<file path="config.mk">
export PLATFORM = sky130hd
export DESIGN_NAME = serial_rx_engine
export DESIGN_NICKNAME = d
export VERILOG_FILES = /design/src/rtl/serial_rx_pkg.sv /design/src/rtl/rx_sync2.sv /design/src/rtl/rx_frame_fsm.sv /design/src/rtl/rx_buf_status.sv /design/src/rtl/serial_rx_engine.sv
export SDC_FILE = /design/constraint.sdc
export NUM_CORES = 1
export LEC_CHECK = 0
export BUFFER_PORTS_ARGS = -buffer_cell sky130_fd_sc_hd__buf_2
export CAP_MARGIN = 20
export CORE_ASPECT_RATIO = 0.9
export CORE_MARGIN = 3
export CORE_UTILIZATION = 60
export DETAILED_ROUTE_END_ITERATION = 12
export PLACE_DENSITY = 0.87
export SETUP_SLACK_MARGIN = 0.5
export SLEW_MARGIN = 10
export SYNTH_ARGS = -nofsm -noshare
export SYNTH_HDL_FRONTEND = slang
export SYNTH_HIERARCHICAL = 1
export SYNTH_SLANG_ARGS = --single-unit
</file>
<file path="constraint.sdc">
create_clock -name clk -period 3 [get_ports clk]
set_clock_uncertainty 0.1 [all_clocks]
set_input_delay 0.15 -clock clk [delete_from_list [all_inputs] [get_ports clk]]
set_output_delay 0.15 -clock clk [all_outputs]
set_load 0.005 [all_outputs]
</file>
<file path="src/rtl/serial_rx_pkg.sv">
package serial_rx_pkg;

  typedef enum logic [1:0] {
    ST_IDLE  = 2'd0,
    ST_START = 2'd1,
    ST_BITS  = 2'd2,
    ST_STOP  = 2'd3
  } rx_state_e;

  localparam logic [1:0] PAR_EVEN = 2'b01;
  localparam logic [1:0] PAR_ODD  = 2'b10;

  typedef struct packed {
    logic overrun;
    logic framing;
    logic parity;
  } rx_flags_t;

endpackage

</file>
<file path="src/rtl/rx_sync2.sv">
module rx_sync2 #(
  parameter logic RESET_VAL = 1'b1
) (
  input  logic clk,
  input  logic rst_n,
  input  logic d_async,
  output logic d_sync
);
  logic meta_q;

  always_ff @(posedge clk) begin
    if (!rst_n) begin
      meta_q <= RESET_VAL;
      d_sync <= RESET_VAL;
    end else begin
      meta_q <= d_async;
      d_sync <= meta_q;
    end
  end
endmodule

</file>
<file path="src/rtl/rx_frame_fsm.sv">
module rx_frame_fsm
  import serial_rx_pkg::*;
#(
  parameter int OSR    = 16,
  parameter int DATA_W = 8
) (
  input  logic              clk,
  input  logic              rst_n,
  input  logic              tick,
  input  logic              en,
  input  logic              line,
  input  logic              len8,
  input  logic [1:0]        par_mode,
  output logic              frame_evt,
  output logic [DATA_W-1:0] frame_word,
  output logic              frame_perr,
  output logic              frame_ferr,
  output logic              start_reject
);
  localparam int CW   = $clog2(OSR);
  localparam int HALF = OSR / 2;
  localparam int IW   = $clog2(DATA_W + 2);

  rx_state_e         state;
  logic [CW-1:0]     cnt;
  logic [IW-1:0]     bidx;
  logic [DATA_W-1:0] shreg;
  logic              par_q;
  logic              mid_tick, full_tick;
  logic [IW-1:0]     n_data, last_idx;

  function automatic logic [IW-1:0] data_bits(input logic l8);
    return l8 ? IW'(DATA_W) : IW'(DATA_W - 1);
  endfunction

  function automatic logic parity_on(input logic [1:0] pm);
    return (pm == PAR_EVEN) || (pm == PAR_ODD);
  endfunction

  function automatic logic parity_bad(input logic [DATA_W-1:0] w, input logic l8,
                                      input logic [1:0] pm, input logic pb);
    logic [DATA_W-1:0] mask;
    logic ones;
    mask = l8 ? '1 : {1'b0, {(DATA_W-1){1'b1}}};
    ones = ^(w & mask);
    case (pm)
      PAR_EVEN: return ones ^ pb;
      PAR_ODD:  return ~(ones ^ pb);
      default:  return 1'b0;
    endcase
  endfunction

  always_comb begin
    mid_tick     = tick && (cnt == CW'(HALF - 1));
    full_tick    = tick && (cnt == CW'(OSR - 1));
    start_reject = (state == ST_START) && mid_tick && line;
    n_data       = data_bits(len8);
    last_idx     = n_data + IW'(parity_on(par_mode)) - IW'(1);
  end

  always_ff @(posedge clk) begin
    if (!rst_n) begin
      state      <= ST_IDLE;
      cnt        <= '0;
      bidx       <= '0;
      shreg      <= '0;
      par_q      <= 1'b0;
      frame_evt  <= 1'b0;
      frame_word <= '0;
      frame_perr <= 1'b0;
      frame_ferr <= 1'b0;
    end else begin
      frame_evt <= 1'b0;
      if (!en) begin
        state <= ST_IDLE;
        cnt   <= '0;
      end else begin
        case (state)
          ST_IDLE: if (tick && !line) begin
            state <= ST_START;
            cnt   <= '0;
          end
          ST_START: if (tick) begin
            if (mid_tick) begin
              cnt   <= '0;
              bidx  <= '0;
              shreg <= '0;
              state <= line ? ST_IDLE : ST_BITS;
            end else begin
              cnt <= cnt + CW'(1);
            end
          end
          ST_BITS: if (tick) begin
            if (full_tick) begin
              cnt <= '0;
              if (bidx < n_data) shreg <= shreg | (DATA_W'(line) << bidx);
              else               par_q <= line;
              if (bidx == last_idx) state <= ST_STOP;
              else                  bidx  <= bidx + IW'(1);
            end else begin
              cnt <= cnt + CW'(1);
            end
          end
          ST_STOP: if (tick) begin
            if (full_tick) begin
              frame_evt  <= 1'b1;
              frame_word <= shreg;
              frame_perr <= parity_bad(shreg, len8, par_mode, par_q);
              frame_ferr <= !line;
              state      <= ST_IDLE;
              cnt        <= '0;
            end else begin
              cnt <= cnt + CW'(1);
            end
          end
          default: state <= ST_IDLE;
        endcase
      end
    end
  end

  AST_FALSE_START_IDLE: assert property (@(posedge clk) disable iff (!rst_n)
    (start_reject && en) |=> (state == ST_IDLE && !frame_evt));
  AST_EVT_SINGLE: assert property (@(posedge clk) disable iff (!rst_n)
    frame_evt |=> !frame_evt);
  AST_DISABLED_IDLE: assert property (@(posedge clk) disable iff (!rst_n)
    !en |=> (state == ST_IDLE));
endmodule

</file>
<file path="src/rtl/rx_buf_status.sv">
module rx_buf_status
  import serial_rx_pkg::*;
#(
  parameter int DATA_W = 8
) (
  input  logic              clk,
  input  logic              rst_n,
  input  logic              frame_evt,
  input  logic [DATA_W-1:0] frame_word,
  input  logic              frame_perr,
  input  logic              frame_ferr,
  input  logic              buf_rd,
  output logic [DATA_W-1:0] buf_data,
  output rx_flags_t         flags,
  output logic              done_pulse,
  output logic              err_pulse
);
  logic unread;
  rx_flags_t next_flags;

  always_comb begin
    next_flags.parity  = frame_perr;
    next_flags.framing = frame_ferr;
    next_flags.overrun = unread && !buf_rd;
  end

  always_ff @(posedge clk) begin
    if (!rst_n) begin
      buf_data   <= '0;
      flags      <= '0;
      unread     <= 1'b0;
      done_pulse <= 1'b0;
      err_pulse  <= 1'b0;
    end else begin
      done_pulse <= frame_evt;
      err_pulse  <= frame_evt && (|next_flags);
      if (frame_evt) begin
        buf_data <= frame_word;
        flags    <= next_flags;
        unread   <= 1'b1;
      end else if (buf_rd) begin
        flags  <= '0;
        unread <= 1'b0;
      end
    end
  end

  AST_ERR_NEEDS_DONE: assert property (@(posedge clk) disable iff (!rst_n)
    err_pulse |-> done_pulse);
  AST_READ_CLEARS: assert property (@(posedge clk) disable iff (!rst_n)
    (buf_rd && !frame_evt) |=> (flags == '0));
  AST_HOLD_QUIET: assert property (@(posedge clk) disable iff (!rst_n)
    (!frame_evt && !buf_rd) |=> ($stable(flags) && $stable(buf_data)));
endmodule

</file>
<file path="src/rtl/serial_rx_engine.sv">
module serial_rx_engine
  import serial_rx_pkg::*;
#(
  parameter int OSR    = 16,
  parameter int DATA_W = 8
) (
  input  logic              clk,
  input  logic              rst_n,
  input  logic              os_tick,
  input  logic              rx_en,
  input  logic              len8,
  input  logic [1:0]        par_mode,
  input  logic              rx_line,
  input  logic              buf_rd,
  output logic [DATA_W-1:0] rx_data,
  output logic [2:0]        rx_status,
  output logic              rx_done,
  output logic              rx_err
);
  logic              line_s;
  logic              frame_evt, frame_perr, frame_ferr, start_reject;
  logic [DATA_W-1:0] frame_word;
  rx_flags_t         flags;

  rx_sync2 #(.RESET_VAL(1'b1)) u_sync (
    .clk(clk), .rst_n(rst_n), .d_async(rx_line), .d_sync(line_s)
  );

  rx_frame_fsm #(.OSR(OSR), .DATA_W(DATA_W)) u_fsm (
    .clk(clk), .rst_n(rst_n), .tick(os_tick), .en(rx_en), .line(line_s),
    .len8(len8), .par_mode(par_mode), .frame_evt(frame_evt),
    .frame_word(frame_word), .frame_perr(frame_perr), .frame_ferr(frame_ferr),
    .start_reject(start_reject)
  );

  rx_buf_status #(.DATA_W(DATA_W)) u_buf (
    .clk(clk), .rst_n(rst_n), .frame_evt(frame_evt), .frame_word(frame_word),
    .frame_perr(frame_perr), .frame_ferr(frame_ferr), .buf_rd(buf_rd),
    .buf_data(rx_data), .flags(flags), .done_pulse(rx_done), .err_pulse(rx_err)
  );

  assign rx_status = flags;

  AST_ABORT_SILENT: assert property (@(posedge clk) disable iff (!rst_n)
    !rx_en |-> !frame_evt);
  AST_DONE_FOLLOWS: assert property (@(posedge clk) disable iff (!rst_n)
    frame_evt |=> rx_done);
  AST_REJECT_QUIET: assert property (@(posedge clk) disable iff (!rst_n)
    start_reject |=> !frame_evt);
endmodule

</file>
==> results.md, run 1 <==
* P_leak at 0.958 nW
* DR WL/cell at 14.4 um
* Initial antenna violation count at 0
* Mapped Area at 2190 sq um
* Maximum clock path buffer count at 2
* Hold WC Path Type: input pin to register
* Most Frequent Cell on Critical Path: nand4_1
* Peak VDD IR at 367 uV
* Nets at approximately 280
* Req. time, crit path at 3120 ps
* Post-CTS Resized at 0
* Max Slew Vio Count at 0
* CP max stage cell: dfxtp_1
* Max-capacitance violation count at 0
* Pwr dens at 468 nW/um^2
* Initial Utilization at 63.5%
* Psw at 0.251 mW
* Layout cell share with drive strength beyond 1 at 15.5%
* Clock share of power at 41.1%
* Seq. cell area at 921 sq um
* Hold_buf cts at 2
* Final hold vios at 0
* DP Worst Slack at 982 ps
* Crit-path cells: ha_1 -> nand4_1 -> a211o_1 -> a21oi_2 -> nand4_1 -> a21oi_1
* Root buf cell: clkbuf_8
* Core Util, Final at 70.1%
* Total gr overflow at 0
* All-layer global routing usage at 21.0%
* Slew HR at 53.3%
* Drt first pass iters at 5
* Vias in the first global route at 1663
* Clk sinks at 46
* RSZ-0062 raised after global routing: no
* Comb power frac at 4.7%
* Die Span Y at 63.3 um
* Yosys warnings at 6
* Final worst path period share at approximately two thirds
* Final setup fails at 0
* Worst path max stage delay at 400 ps
* DRC viols at 0
* Ant diodes at 0
* Post CTS Setup Buffer Count at 0
* Syn avg cell area at 9.29 sq um
* First-pass GRT wire length at ~7.6 mm
* Min cycle time layout at 2030 ps
* Largest net degree at the start of global routing at 25
* Hpwl dp at 2.92 mm
* Startpoint types: register
* Status: finished clean
* CTS tree: done
* Multi-input logic area at 1170 sq um
* CTS clk-pin slew, worst paths at 90 ps
* Seq pwr share at 54.2%
* Placed Cells at 292
* Io pins at 22
* Vias post-DR at 1767
* TritonCTS buffer count at 5
* Reg2Reg Depth at 6
* Area of the die at 4420 sq um
* Die X at 69.7 um
* Via density at 5.85
* Slew @ Worst Pin at 700 ps
* Area Growth Syn to Fin at 10.4%
* Crit end category: register
* Total wire length at 4.36 mm
* WHS Path Cells at 2
* Post-DRT Antenna Nets at 0
* Core area at roughly 3500 sq um
* Fill count at 263
* Final std cells w/o fill at 302
* Critical path class: register to register
* Port-buffer cells at 21
* Total negative slack at 0 ps
* Std cell rows at 20
* Internal power at 0.883 mW
* Syn Inst Count at 236
* Switching share of power at 22.1%
* Final WS setup at between 900 and 1000 ps
* CTS H-tree lvls at 2
* Placer Congestion at between 0.8 and 0.9
* Fmax at ~490 MHz
* Skew-Pair Late Insertion Delay at 300 ps
* Mapped Nets at 254
* CP Max Fanout at 8
* Total power at 1.13 mW
* WP data arrival at ~2200 ps
* DR iter-0 viols at 173
[metal layers]
layer	track usage (%)	routed length (um)
met5	0	0
met4	5.26	44
met3	4.31	221
met2	35.4	2090
met1	27.6	2000
[power by group through the flow]
stage	combinational [mW]	sequential [mW]	clock, mW
2_1_floorplan	0.0339	0.627	0
3_3_place_gp	0.0486	0.628	0
3_5_place_dp	0.0504	0.628	0
4_1_cts	0.0536	0.614	0.465
5_1_grt	0.0590	0.614	0.494
6_report	0.0533	0.614	0.466
[critical path: cells and delay by family, from the launching register on]
family                   cells  cell delay, ps
flip-flops                   1             400
AND/OR/NAND/NOR              2             350
adder cells (fa/ha/maj)      1             270
AO/OA/AOI/OAI                3             830
[stage by stage]
step	hold WS [ps]	instance area, sq um
after floorplan	120	2190
after global placement	246	2290
after detailed placement	246	2290
after CTS	139	2420
after global routing	153	2420
final	121	2420
[sequential cells by signal, indices dropped and copies added, names as in the netlist, named ones only]
| signal | cells |
|---|---|
| u_buf/err_pulse | 1 |
| u_fsm/frame_word | 8 |
| u_fsm/frame_ferr | 1 |
| u_fsm/shreg | 8 |
| u_fsm/bidx | 4 |
| u_fsm/frame_evt | 1 |
| u_buf/done_pulse | 1 |
| u_fsm/frame_perr | 1 |
| u_buf/flags | 3 |
| u_fsm/cnt | 4 |
| u_buf/unread | 1 |
| u_sync/meta_q | 1 |
| u_fsm/state | 1 |
| u_buf/buf_data | 8 |
| u_fsm/par_q | 1 |
| u_sync/d_sync | 1 |
[area by class of cell]
type / instances / share of cell area, %
flip-flops and latches: 46 / 38.1
clock buffers: 5 / 2.84
well taps: 44 / 2.28
repair buffers: 23 / 5.17
multi-input cells: 171 / 48.3
inverters: 10 / 1.55
clock inverters: 3 / 1.81
[cell usage in the layout, fill, tap and decap left out, drive strengths merged, types with 2 or more instances in the layout]
cell type     n
and3          2
nor2         16
and4bb        2
a21oi        21
nor2b        13
a41oi         5
inv          11
dlygate4sd3   2
dfxtp        46
a21boi        2
ha            9
clkbuf        5
and4          2
o21a          4
nand3         5
nand4         5
buf          21
nor3b         2
nand2        32
nand2b        3
a31o          2
xnor2         7
and2          3
mux2i        15
xor2          2
o21ai         4
[worst paths after layout]
kind         slack [ps]     startpoint        endpoint
max                 970   u_fsm/cnt[0]  u_fsm/shreg[4]
max reg2reg         970   u_fsm/cnt[0]  u_fsm/shreg[4]
min                 120          rst_n   u_sync/meta_q
min reg2reg         340  u_sync/meta_q   u_sync/d_sync
Note: power is estimated with default switching activity, not from simulation.
==> inputs of run 2 (changes only) <==
- ABC_AREA: not set -> 1
- CORE_UTILIZATION: 60 -> 58
- PLACE_DENSITY: 0.87 -> 0.84
- clock period: 3 -> 1.9 ns (I/O delays scaled with it)
==> run 2 against run 1 <==
Effect of this change:
- critical path depth is the same
- non-clock buffer count grew 11
- cell count grew 33%
- flip-flop and latch count is the same
- utilization grew 6.0 points
- highest routed layer unchanged
==> results.md, run 2 <==
* Total gr overflow at 0
* Slew HR at 69.8%
* Biggest regs: u_buf/buf_data x8, u_fsm/frame_word x8, u_fsm/shreg x8
* Multi-input logic area at approximately 1200 sq um
* CTS H-tree lvls at 2
* CP max stage cell: dfxtp_2
* CTS tree: done
* Vias post-DR at 2152
* Total wire length at approximately 5 mm
* Ant diodes at 0
* TritonCTS buffer count at 5
* Final WS setup at 328 ps
* Crit-path cells: ha_1 -> a21oi_1 -> nand2_2 -> nand2_2 -> nand3_2 -> a21oi_1
* Total negative slack at 0 ps
* Crit end category: register
* Root buf cell: clkbuf_8
* Startpoint types: register
* Initial Utilization at between 60% and 70%
* P_leak at 1.30 nW
* Clk sinks at 46
* Yosys warnings at 6
* Syn avg cell area at 7.03 sq um
* Min cycle time layout at 1570 ps
* Worst path max stage delay at 360 ps
* Fmax at 636 MHz
* Io pins at 22
* CTS clk-pin slew, worst paths at 80 ps
* Area of the die at 4710 sq um
* First-pass GRT wire length at 8.69 mm
* All-layer global routing usage at 23.2%
* Syn Inst Count at between 300 and 400
* Die Span Y at 65.4 um
* Commonest non-fill, non-tap cell in the layout: nand2_1
* DP Worst Slack at 131 ps
* Worst Path Buf+Inv at 0
* Final worst path period share at 82.7%
* Layout cell share with drive strength beyond 1 at approximately a quarter
* RSZ-0062 raised after global routing: yes
* Core area at roughly 3600 sq um
* Max Slew Vio Count at 0
* Fill count at 269
* CP top delay family: simple AND/OR/NAND/NOR gates
* Std cell rows at 20
* Via density at 5.34
* Vias in the first global route at 2089
* WP data arrival at 1690 ps
* Drt first pass iters at 4
* Pwr dens at 602 nW/um^2
* Port-buffer cells at 21
* Largest net degree at the start of global routing at 20
* Final hold vios at 0
* DRC viols at 0
* Post-DRT Antenna Nets at 0
* Skew-Pair Late Insertion Delay at 290 ps
* Die X at roughly 72 um
* Final setup fails at 0
* Mapped Nets at 341
* DR WL/cell at 12.3 um
* Area Growth Syn to Fin at 19.0%
* Placer Congestion at 0.914
* Status: finished clean
* Hpwl dp at 3.53 mm
* Peak VDD IR at roughly 540 uV
* CP Max Fanout at 8
* Req. time, crit path at 2020 ps
* Slew @ Worst Pin at between 400 and 500 ps
* DR iter-0 viols at 189
* Max-capacitance violation count at 0
* Critical path class: register to register
* Initial antenna violation count at 0
* Hold WC Path Type: input pin to register
* Maximum clock path buffer count at 2
* Seq. cell area at 933 sq um
* Nets at ~380
* Most frequent cells in the layout: nand2_1, dfxtp_1, nor2_1
* Mapped Area at 2270 sq um
run 2: area by class of cell:
class                      count  area share (%)
inverter                      46            6.85
sequential                    46            34.5
timing repair buffer          34            7.82
clock buffer                   5            2.55
multi-input combinational    226            45.9
clock inverter                 2           0.370
tap                           44            2.04
run 2: metrics by stage:
step                      instance area (sq um)  hold slack (ps)  power (mW)  instances  util, %
final                                      2700             6.02        1.63        403     76.1
after global routing                       2700             5.71        1.70        403     76.1
after CTS                                  2670            0.878        1.63        403     75.1
after detailed placement                   2470              169        1.09        386     69.4
after global placement                     2470              165        1.08        386     69.4
after floorplan                            2330             63.7        1.05        323        -
run 2: where the power goes:
part | total (mW) | internal [mW] | switching (mW) | leakage, nW
Clock | 0.549 | 0.247 | 0.302 | 0.0438
Combinational | 0.110 | 0.0433 | 0.0664 | 0.876
Sequential | 0.969 | 0.965 | 0.00411 | 0.375
run 2: worst paths after layout:
kind,from,end,slack (ps),cells past startpoint
max,u_fsm/bidx[3],u_fsm/shreg[7],330,6
max reg2reg,u_fsm/bidx[3],u_fsm/shreg[7],330,6
min reg2reg,u_sync/meta_q,u_sync/d_sync,310,2
min,rst_n,u_sync/d_sync,6,2
run 2: metal layers:
layer / track usage (%) / vias to the layer above / part of all wire, %
met2: 41.1 / 44 / 49
li1: - / 1110 / -
met1: 28.1 / 992 / 47
met3: 3.67 / 6 / 3.6
met5: 0 / - / 0
met4: 8.92 / 0 / 0.81
run 2: what timing repair did:
item / CTS / global route
pin swaps: 8 / 7
resized for setup: 18 / 9
hold buffers: 2 / 0
endpoints found under the hold margin: 3 / 0
endpoints found under the setup margin: 27 / 29
setup buffers: 8 / 0
